### config.mk
export PLATFORM = sky130hd
export DESIGN_NAME = par_ram_port
export DESIGN_NICKNAME = d
export VERILOG_FILES = /design/src/rtl/par_ram_pkg.sv /design/src/rtl/par_ram_arb.sv /design/src/rtl/par_ram_par.sv /design/src/rtl/par_ram_mem.sv /design/src/rtl/par_ram_err.sv /design/src/rtl/par_ram_port.sv
export SDC_FILE = /design/constraint.sdc
export NUM_CORES = 2
export LEC_CHECK = 0
export ABC_CLOCK_PERIOD_IN_PS = 1950
export BUFFER_PORTS_ARGS = -buffer_cell sky130_fd_sc_hd__buf_2
export CAP_MARGIN = 40
export CORE_ASPECT_RATIO = 0.6
export CORE_MARGIN = 4
export CORE_UTILIZATION = 57
export DETAILED_ROUTE_END_ITERATION = 10
export PLACE_DENSITY_LB_ADDON = 0.15
export SYNTH_ARGS = -nofsm -noshare
export SYNTH_HDL_FRONTEND = slang
export SYNTH_MEMORY_MAX_BITS = 65536
export SYNTH_SLANG_ARGS = --single-unit
### constraint.sdc
create_clock -name clk_i -period 1.95 [get_ports clk_i]
set_input_delay 0.0975 -clock clk_i [delete_from_list [all_inputs] [get_ports clk_i]]
set_output_delay 0.0975 -clock clk_i [all_outputs]
set_load 0.02 [all_outputs]
### src/rtl/par_ram_pkg.sv
package par_ram_pkg;
  typedef enum logic {
    PORT_INT  = 1'b0,
    PORT_HOST = 1'b1
  } port_e;
endpackage

### src/rtl/par_ram_arb.sv
module par_ram_arb
  import par_ram_pkg::*;
#(
  parameter int AW = 8,
  parameter int DW = 16
) (
  input  logic          host_req_i,
  input  logic          host_we_i,
  input  logic [AW-1:0] host_addr_i,
  input  logic [DW-1:0] host_wdata_i,
  input  logic          int_req_i,
  input  logic          int_we_i,
  input  logic [AW-1:0] int_addr_i,
  input  logic [DW-1:0] int_wdata_i,
  output logic          acc_en_o,
  output logic          acc_we_o,
  output logic [AW-1:0] acc_addr_o,
  output logic [DW-1:0] acc_wdata_o,
  output port_e         acc_port_o,
  output logic          host_wait_o
);
  // internal port always wins
  always_comb begin
    acc_en_o    = int_req_i | host_req_i;
    host_wait_o = int_req_i & host_req_i;
    if (int_req_i) begin
      acc_we_o    = int_we_i;
      acc_addr_o  = int_addr_i;
      acc_wdata_o = int_wdata_i;
      acc_port_o  = PORT_INT;
    end else begin
      acc_we_o    = host_we_i;
      acc_addr_o  = host_addr_i;
      acc_wdata_o = host_wdata_i;
      acc_port_o  = PORT_HOST;
    end
  end
endmodule

### src/rtl/par_ram_par.sv
module par_ram_par #(
  parameter int DW = 16
) (
  input  logic [DW-1:0] wdata_i,
  input  logic          flip_i,
  output logic [DW:0]   wword_o,
  input  logic [DW:0]   rword_i,
  output logic          rbad_o
);
  // odd parity: stored word has an odd count of ones
  assign wword_o = {(~(^wdata_i)) ^ flip_i, wdata_i};
  assign rbad_o  = ~(^rword_i);
endmodule

### src/rtl/par_ram_mem.sv
module par_ram_mem
  import par_ram_pkg::*;
#(
  parameter int AW = 8,
  parameter int DW = 16
) (
  input  logic          clk_i,
  input  logic          rst_ni,
  input  logic          en_i,
  input  logic          we_i,
  input  logic [AW-1:0] addr_i,
  input  logic [DW:0]   wword_i,
  input  port_e         port_i,
  output logic          rvld_o,
  output logic [DW:0]   rword_o,
  output logic [AW-1:0] raddr_o,
  output port_e         rport_o
);
  localparam int Depth = 1 << AW;

  logic [DW:0] mem_q [Depth];

  always_ff @(posedge clk_i) begin
    if (en_i && we_i) mem_q[addr_i] <= wword_i;
    if (en_i && !we_i) begin
      rword_o <= mem_q[addr_i];
      raddr_o <= addr_i;
      rport_o <= port_i;
    end
  end

  always_ff @(posedge clk_i or negedge rst_ni) begin
    if (!rst_ni) rvld_o <= 1'b0;
    else         rvld_o <= en_i & ~we_i;
  end
endmodule

### src/rtl/par_ram_err.sv
module par_ram_err
  import par_ram_pkg::*;
#(
  parameter int AW = 8
) (
  input  logic          clk_i,
  input  logic          rst_ni,
  input  logic          rvld_i,
  input  logic          rbad_i,
  input  logic [AW-1:0] raddr_i,
  input  port_e         rport_i,
  input  logic          log_en_i,
  input  logic          clr_i,
  output logic          sticky_o,
  output logic          irq_o,
  output logic [AW-1:0] addr_o,
  output logic          port_o,
  output logic          addr_vld_o
);
  logic hit;
  assign hit = rvld_i & rbad_i;

  always_ff @(posedge clk_i or negedge rst_ni) begin
    if (!rst_ni) begin
      sticky_o   <= 1'b0;
      irq_o      <= 1'b0;
      addr_vld_o <= 1'b0;
      addr_o     <= '0;
      port_o     <= 1'b0;
    end else begin
      irq_o      <= hit;
      addr_vld_o <= hit & log_en_i;
      sticky_o   <= hit | (sticky_o & ~clr_i); // set wins over clear
      if (hit) begin
        addr_o <= raddr_i;
        port_o <= (rport_i == PORT_HOST);
      end
    end
  end
endmodule

### src/rtl/par_ram_port.sv
module par_ram_port
  import par_ram_pkg::*;
#(
  parameter int AW = 8,
  parameter int DW = 16
) (
  input  logic          clk_i,
  input  logic          rst_ni,
  input  logic          host_req_i,
  input  logic          host_we_i,
  input  logic [AW-1:0] host_addr_i,
  input  logic [DW-1:0] host_wdata_i,
  output logic          host_wait_o,
  output logic          host_rvalid_o,
  output logic [DW-1:0] host_rdata_o,
  input  logic          int_req_i,
  input  logic          int_we_i,
  input  logic [AW-1:0] int_addr_i,
  input  logic [DW-1:0] int_wdata_i,
  output logic          int_rvalid_o,
  output logic [DW-1:0] int_rdata_o,
  input  logic          par_flip_i,
  input  logic          log_en_i,
  input  logic          err_clr_i,
  output logic          err_sticky_o,
  output logic          err_irq_o,
  output logic [AW-1:0] err_addr_o,
  output logic          err_port_o,
  output logic          err_addr_vld_o
);
  logic          acc_en, acc_we, rvld, rbad;
  logic [AW-1:0] acc_addr, raddr;
  logic [DW-1:0] acc_wdata;
  logic [DW:0]   wword, rword;
  port_e         acc_port, rport;

  par_ram_arb #(.AW(AW), .DW(DW)) u_arb (
    .host_req_i, .host_we_i, .host_addr_i, .host_wdata_i,
    .int_req_i, .int_we_i, .int_addr_i, .int_wdata_i,
    .acc_en_o(acc_en), .acc_we_o(acc_we), .acc_addr_o(acc_addr),
    .acc_wdata_o(acc_wdata), .acc_port_o(acc_port), .host_wait_o
  );

  par_ram_par #(.DW(DW)) u_par (
    .wdata_i(acc_wdata), .flip_i(par_flip_i), .wword_o(wword),
    .rword_i(rword), .rbad_o(rbad)
  );

  par_ram_mem #(.AW(AW), .DW(DW)) u_mem (
    .clk_i, .rst_ni, .en_i(acc_en), .we_i(acc_we), .addr_i(acc_addr),
    .wword_i(wword), .port_i(acc_port), .rvld_o(rvld), .rword_o(rword),
    .raddr_o(raddr), .rport_o(rport)
  );

  par_ram_err #(.AW(AW)) u_err (
    .clk_i, .rst_ni, .rvld_i(rvld), .rbad_i(rbad), .raddr_i(raddr),
    .rport_i(rport), .log_en_i, .clr_i(err_clr_i), .sticky_o(err_sticky_o),
    .irq_o(err_irq_o), .addr_o(err_addr_o), .port_o(err_port_o),
    .addr_vld_o(err_addr_vld_o)
  );

  assign host_rvalid_o = rvld & (rport == PORT_HOST);
  assign int_rvalid_o  = rvld & (rport == PORT_INT);
  assign host_rdata_o  = rword[DW-1:0];
  assign int_rdata_o   = rword[DW-1:0];
endmodule

=== Word-level counts from Yosys, hierarchy flattened ===
Memories as Yosys holds them, arrays and structs flattened. A register that Yosys moved wholly into a read port is not among the register bits.
Index checks and enable logic that the tools add are counted.
Widths: inputs -> output; s select.

* Reduce and logical (&&, ||, !) cells: 5
* Mux-type cells: 6
* Bitwise logic cells: 15

{| class="wikitable"
|+ Operator list
! kind !! count
|-
| $reduce_xor 17->1 || 1
|-
| $mux 16 || 1
|-
| $reduce_xor 16->1 || 1
|-
| $mux 8 || 1
|-
| $and 1x1->1 || 7
|-
| $not 1->1 || 5
|-
| $mux 1 || 4
|-
| $logic_and 1x1->1 || 2
|-
| $or 1x1->1 || 2
|-
| $logic_not 1->1 || 1
|-
| $xor 1x1->1 || 1
|}

* Flip-flop bits (word level): 22
* Word-level logic and storage cells: 35
* Input bits: 57
* Memories: 1
* Bits in writable memories: 4352
* Output and inout port bits: 47

{| class="wikitable"
|+ Memories
! memory !! depth !! bits a word !! rd ports !! clocked after Yosys merged registers in !! write ports !! line !! source
|-
| u_mem.mem_q || 256 || 17 || 1 || 1 || 1 || par_ram_mem.sv:21 || <nowiki>logic [DW:0] mem_q [Depth];</nowiki>
|}

=== Longest topological paths before layout ===
* Word-level depth: 4
* Gate-level depth with buffers: 11
* Mapped depth without buffers: 7

=== Hierarchy ===
Synthesis repeated with hierarchy kept, for this count alone.

* Cell total of the unflattened synthesis: 7238
* Area, all modules: 166748.7 um^2

{| class="wikitable"
|+ Modules (own cells, without submodules)
! module !! times used !! area each (um^2) !! sequential area each (um^2) !! cells an instance
|-
| par_ram_mem || 1 || 165324.8 || 131491.1 || 7116
|-
| par_ram_err || 1 || 469.2 || 300.3 || 27
|-
| par_ram_par || 1 || 410.4 || 0.0 || 46
|-
| par_ram_arb || 1 || 407.9 || 0.0 || 31
|-
| par_ram_port || 1 || 136.4 || 0.0 || 18
|}

=== Worst setup path after synthesis ===
No wires, ideal clock.

* Path type: in2reg
* Start point: input int_req_i
* End point: memory u_mem.mem_q[0][16] (netlist name), data pin
* Slack: -5722 ps
* Arrival: 6788 ps
* Buffers on the path: 1
* Stages on the path: 5
* Data required time: 1066 ps
* Setup time: 884 ps
* Path through: buf_4 -> mux2_2 -> xnor3_1 -> xnor3_1 -> xnor3_1

* Word-level cells in the longest chain between the ends: 4

{| class="wikitable"
|+ Ends and longest elaborated chain
! what !! line !! source
|-
| start: declaration || par_ram_port.sv:16 || <nowiki>input logic int_req_i,</nowiki>
|-
| $mux 16 || par_ram_arb.sv:26 || <nowiki>if (int_req_i) begin</nowiki>
|-
| via acc_wdata[9] || par_ram_port.sv:33 || <nowiki>logic [DW-1:0] acc_wdata;</nowiki>
|-
| $reduce_xor 16->1 || par_ram_par.sv:11 || <nowiki>assign wword_o = {(~(^wdata_i)) ^ flip_i, wdata_i};</nowiki>
|-
| $not 1->1 || par_ram_par.sv:11 ||
|-
| $xor 1x1->1 || par_ram_par.sv:11 ||
|-
| via u_mem.wword_i[16] || par_ram_mem.sv:12 || <nowiki>input logic [DW:0] wword_i,</nowiki>
|-
| end: declaration || par_ram_mem.sv:21 ||
|}

The timed path passes the listed nets, and every way through them passes these cells.

==> out/metrics.cfg <==
[min_path]
whs_endpoint=u_mem.mem_q[208][9]$_DFFE_PP_
holdPathStages=5
min_from=host_wdata_i[9]
hold_class=input port to flip-flop

[synth]
synth_fa_ha_area_frac=0
synth_edf_count=4378
synth_xor_area_frac=0.00187
synthTopCellsByCount=4378 x edfxtp_1, 1088 x mux4_2, 560 x a22oi_1
synth_flop_cell=edfxtp_1
synth_compound_area_frac=0.0275
synth_top_area_frac=0.792
synthArstFlopShare=0.00296
ys_seq_area_frac=0.794
synth.yosys.warnings=0
syn_area_per_cell_um2=23.4
synth-simple-area-share=0.0137
synthCells=7090
synth_most_common_cell=edfxtp_1
synthMuxAreaShare=0.150
ys_ff_latch=4391
synthTopCellsByArea=edfxtp_1 79%, mux4_2 15%, a22oi_1 2.5%
synth_top_cell_by_area=edfxtp_1
synth_top_family_by_area=multiplexers
synth_fp_nets=7147
synth_cell_type_count=31
synth.cell_area_um2=166000

[die]
initial_utilization=0.573
die_h_um=426
core_area_um2=290000
ios=104
die_x_um=704
fp-row-count=153
dieArea_um2=300000

[setup_path]
crit_fanout=1
cp-end-kind=flip-flop
startpoint_type=flip-flop
reg2reg_slack_ps=-470
slowest_stage=mux4_2
worstPathArrival_ps=3080
rr_startpoint=u_mem.mem_q[254][3]$_DFFE_PP_
crit_type=flip-flop to flip-flop
critPathTopFamily=buffers and inverters
slowest_delay_ps=500
path_cells=mux4_2, a22oi_2, buf_6, nand4_1, buf_4, o21ai_4, buf_6, nand4_1
r2r-end=u_mem.rword_o[3]$_DFFE_PP_
crit_required_ps=2610
path_buf_inv=3
r2r_cells=8

[cts]
cts_buffer_depth=4
clock_latency_ps=930
cts_htree_levels=5
cts_buffers=387
cts_num_sinks=4391
cts.clk_slew.worst_paths_ps=70
cts_tree=built
root_buffer=clkbuf_16

[timing]
setup_violations=365
fin_worst_skew_ps=33.3
maxSlewHeadroom=0.107
layout_setup_ws_ps=-468
drv_slew=0
post-route-period-util=1.24
tightest_slew_ps=1340
fmax_ghz=0.414
holdWs_ps=41.2
hold_viol=0
rsz0062_at_grt=yes
finalCriticalPeriod_ps=2420

[routing]
wirelength_um=460000
drc_errors=0
drtIter0Drc=13600
first_pass_iters=8
wl_per_cell_um=36.0
vias_per_cell=6.69
vias=85600
ant_nets=0

[final_layout]
multiInputGateArea_um2=34000
drive_gt1_frac=0.400
final_util=0.697
nets=8647
seqCellArea_um2=132000
area_growth_pct=21.7
finalInstanceArea_um2=202000
fill_cells=16900

[run_status]
status=finished, violations left
violations=setup timing

[power_and_ir_drop]
power_density_nw_per_um2=1010
finalPower_mw=204
p_leak_nw=64.4
ir_drop_mv=1.14

[flow_run]
cap_violations=0

[placed_design]
preCtsSetupSlack_ps=-1820
hpwlAfterDp_um=282000
io_buffers=103
place.gp.congestion=0.879
place_area_um2=185000

[global_routing]
grt_pass1_vias=83400
grt_max_degree=217
antenna_found_initial=23
grt_pass1_wl_um=645000
grt_usage=0.307
overflow=0

==> logic make-up after synthesis <==
kind of cell / Yosys count
xor+xnor: 26
buf+inv: 439
compound gates: 631
simple gates: 482
mux: 1121
flops: 4391
==> per-stage QoR <==
step / TNS [ps] / std cells
floorplan: -4019580 / 7090
global placement: -6210970 / 11900
CTS: -14670 / 12700
finish: -20570 / 12800
global route: -19890 / 12800
detailed placement: -6096960 / 11900
==> layout by cell type, fill, tap and decap left out, types with 33 or more instances in the layout <==
| cell | netlist | routed |
|---|---|---|
| edfxtp_1 | 4378 | 4378 |
| mux4_2 | 1088 | 1088 |
| buf_4 | 60 | 800 |
| buf_12 | 0 | 445 |
| clkbuf_16 | 0 | 406 |
| a22oi_1 | 560 | 402 |
| a22oi_2 | 0 | 158 |
| nand4_1 | 153 | 153 |
| nor2_2 | 0 | 132 |
| nor2_1 | 264 | 120 |
| buf_6 | 4 | 112 |
| clkinv_1 | 0 | 94 |
| buf_2 | 142 | 92 |
| clkinv_2 | 0 | 80 |
| clkbuf_1 | 222 | 59 |
| buf_16 | 0 | 43 |
| bufinv_16 | 0 | 40 |
| dlygate4sd3_1 | 0 | 33 |
==> flip-flops by register name (all words and copies together) (netlist names) <==
name              flops
u_mem.rvld_o          1
u_err.addr_vld_o      1
u_err.irq_o           1
u_err.addr_o          8
u_mem.mem_q        4352
u_mem.rword_o        17
u_err.sticky_o        1
u_err.port_o          1
u_mem.rport_o         1
u_mem.raddr_o         8
==> worst max path at each step <==
stage / from / end / slack [ps] / cells after the start
6_report: u_mem.mem_q[254][3]$_DFFE_PP_ / u_mem.rword_o[3]$_DFFE_PP_ / -470 / 8
5_1_grt: u_mem.mem_q[209][3]$_DFFE_PP_ / u_mem.rword_o[3]$_DFFE_PP_ / -530 / 8
4_1_cts: u_mem.mem_q[211][3]$_DFFE_PP_ / u_mem.rword_o[3]$_DFFE_PP_ / -460 / 8
3_5_place_dp: int_req_i / u_mem.rword_o[12]$_DFFE_PP_ / -1820 / 13
3_3_place_gp: int_req_i / u_mem.rword_o[12]$_DFFE_PP_ / -1810 / 13
2_1_floorplan: int_req_i / u_mem.mem_q[0][16]$_DFFE_PP_ / -1630 / 7
==> power by group <==
group	switching, mW	internal [mW]
logic	11.9	7.73
clock network	33.9	42.7
registers	0.179	107
total	46.0	158
==> layout make-up <==
cell class | instances | share of cell area
flip-flops and latches | 4391 | 0.653
multi-input cells | 2260 | 0.169
repair buffers | 1543 | 0.0921
clock buffers | 460 | 0.0508
well taps | 3875 | 0.0240
clock inverters | 242 | 0.0110
inverters | 7 | 0.000279
diodes | 20 | 0.000248
==> tightest hold or removal path: cells and delay by family <==
family / cells / cell delay [ps]
buffers and inverters: 4 / 580
muxes: 1 / 150
==> timing repair <==
action,CTS,global route
endpoints found under the hold margin,117,33
setup endpoints to repair,3042,925
gates resized for setup,384,87
pin swaps,135,58
hold buffers,28,7
gates cloned,19,6
buffers inserted,65,43
==> metal layers <==
metal,routed length [um],global-route usage,vias up
li1,-,-,33700
met1,180000,0.466,45800
met2,204000,0.435,5526
met3,63900,0.101,574
met4,12500,0.0771,6
met5,41,0.00112,-
Note: power is estimated with default switching activity, not from simulation.
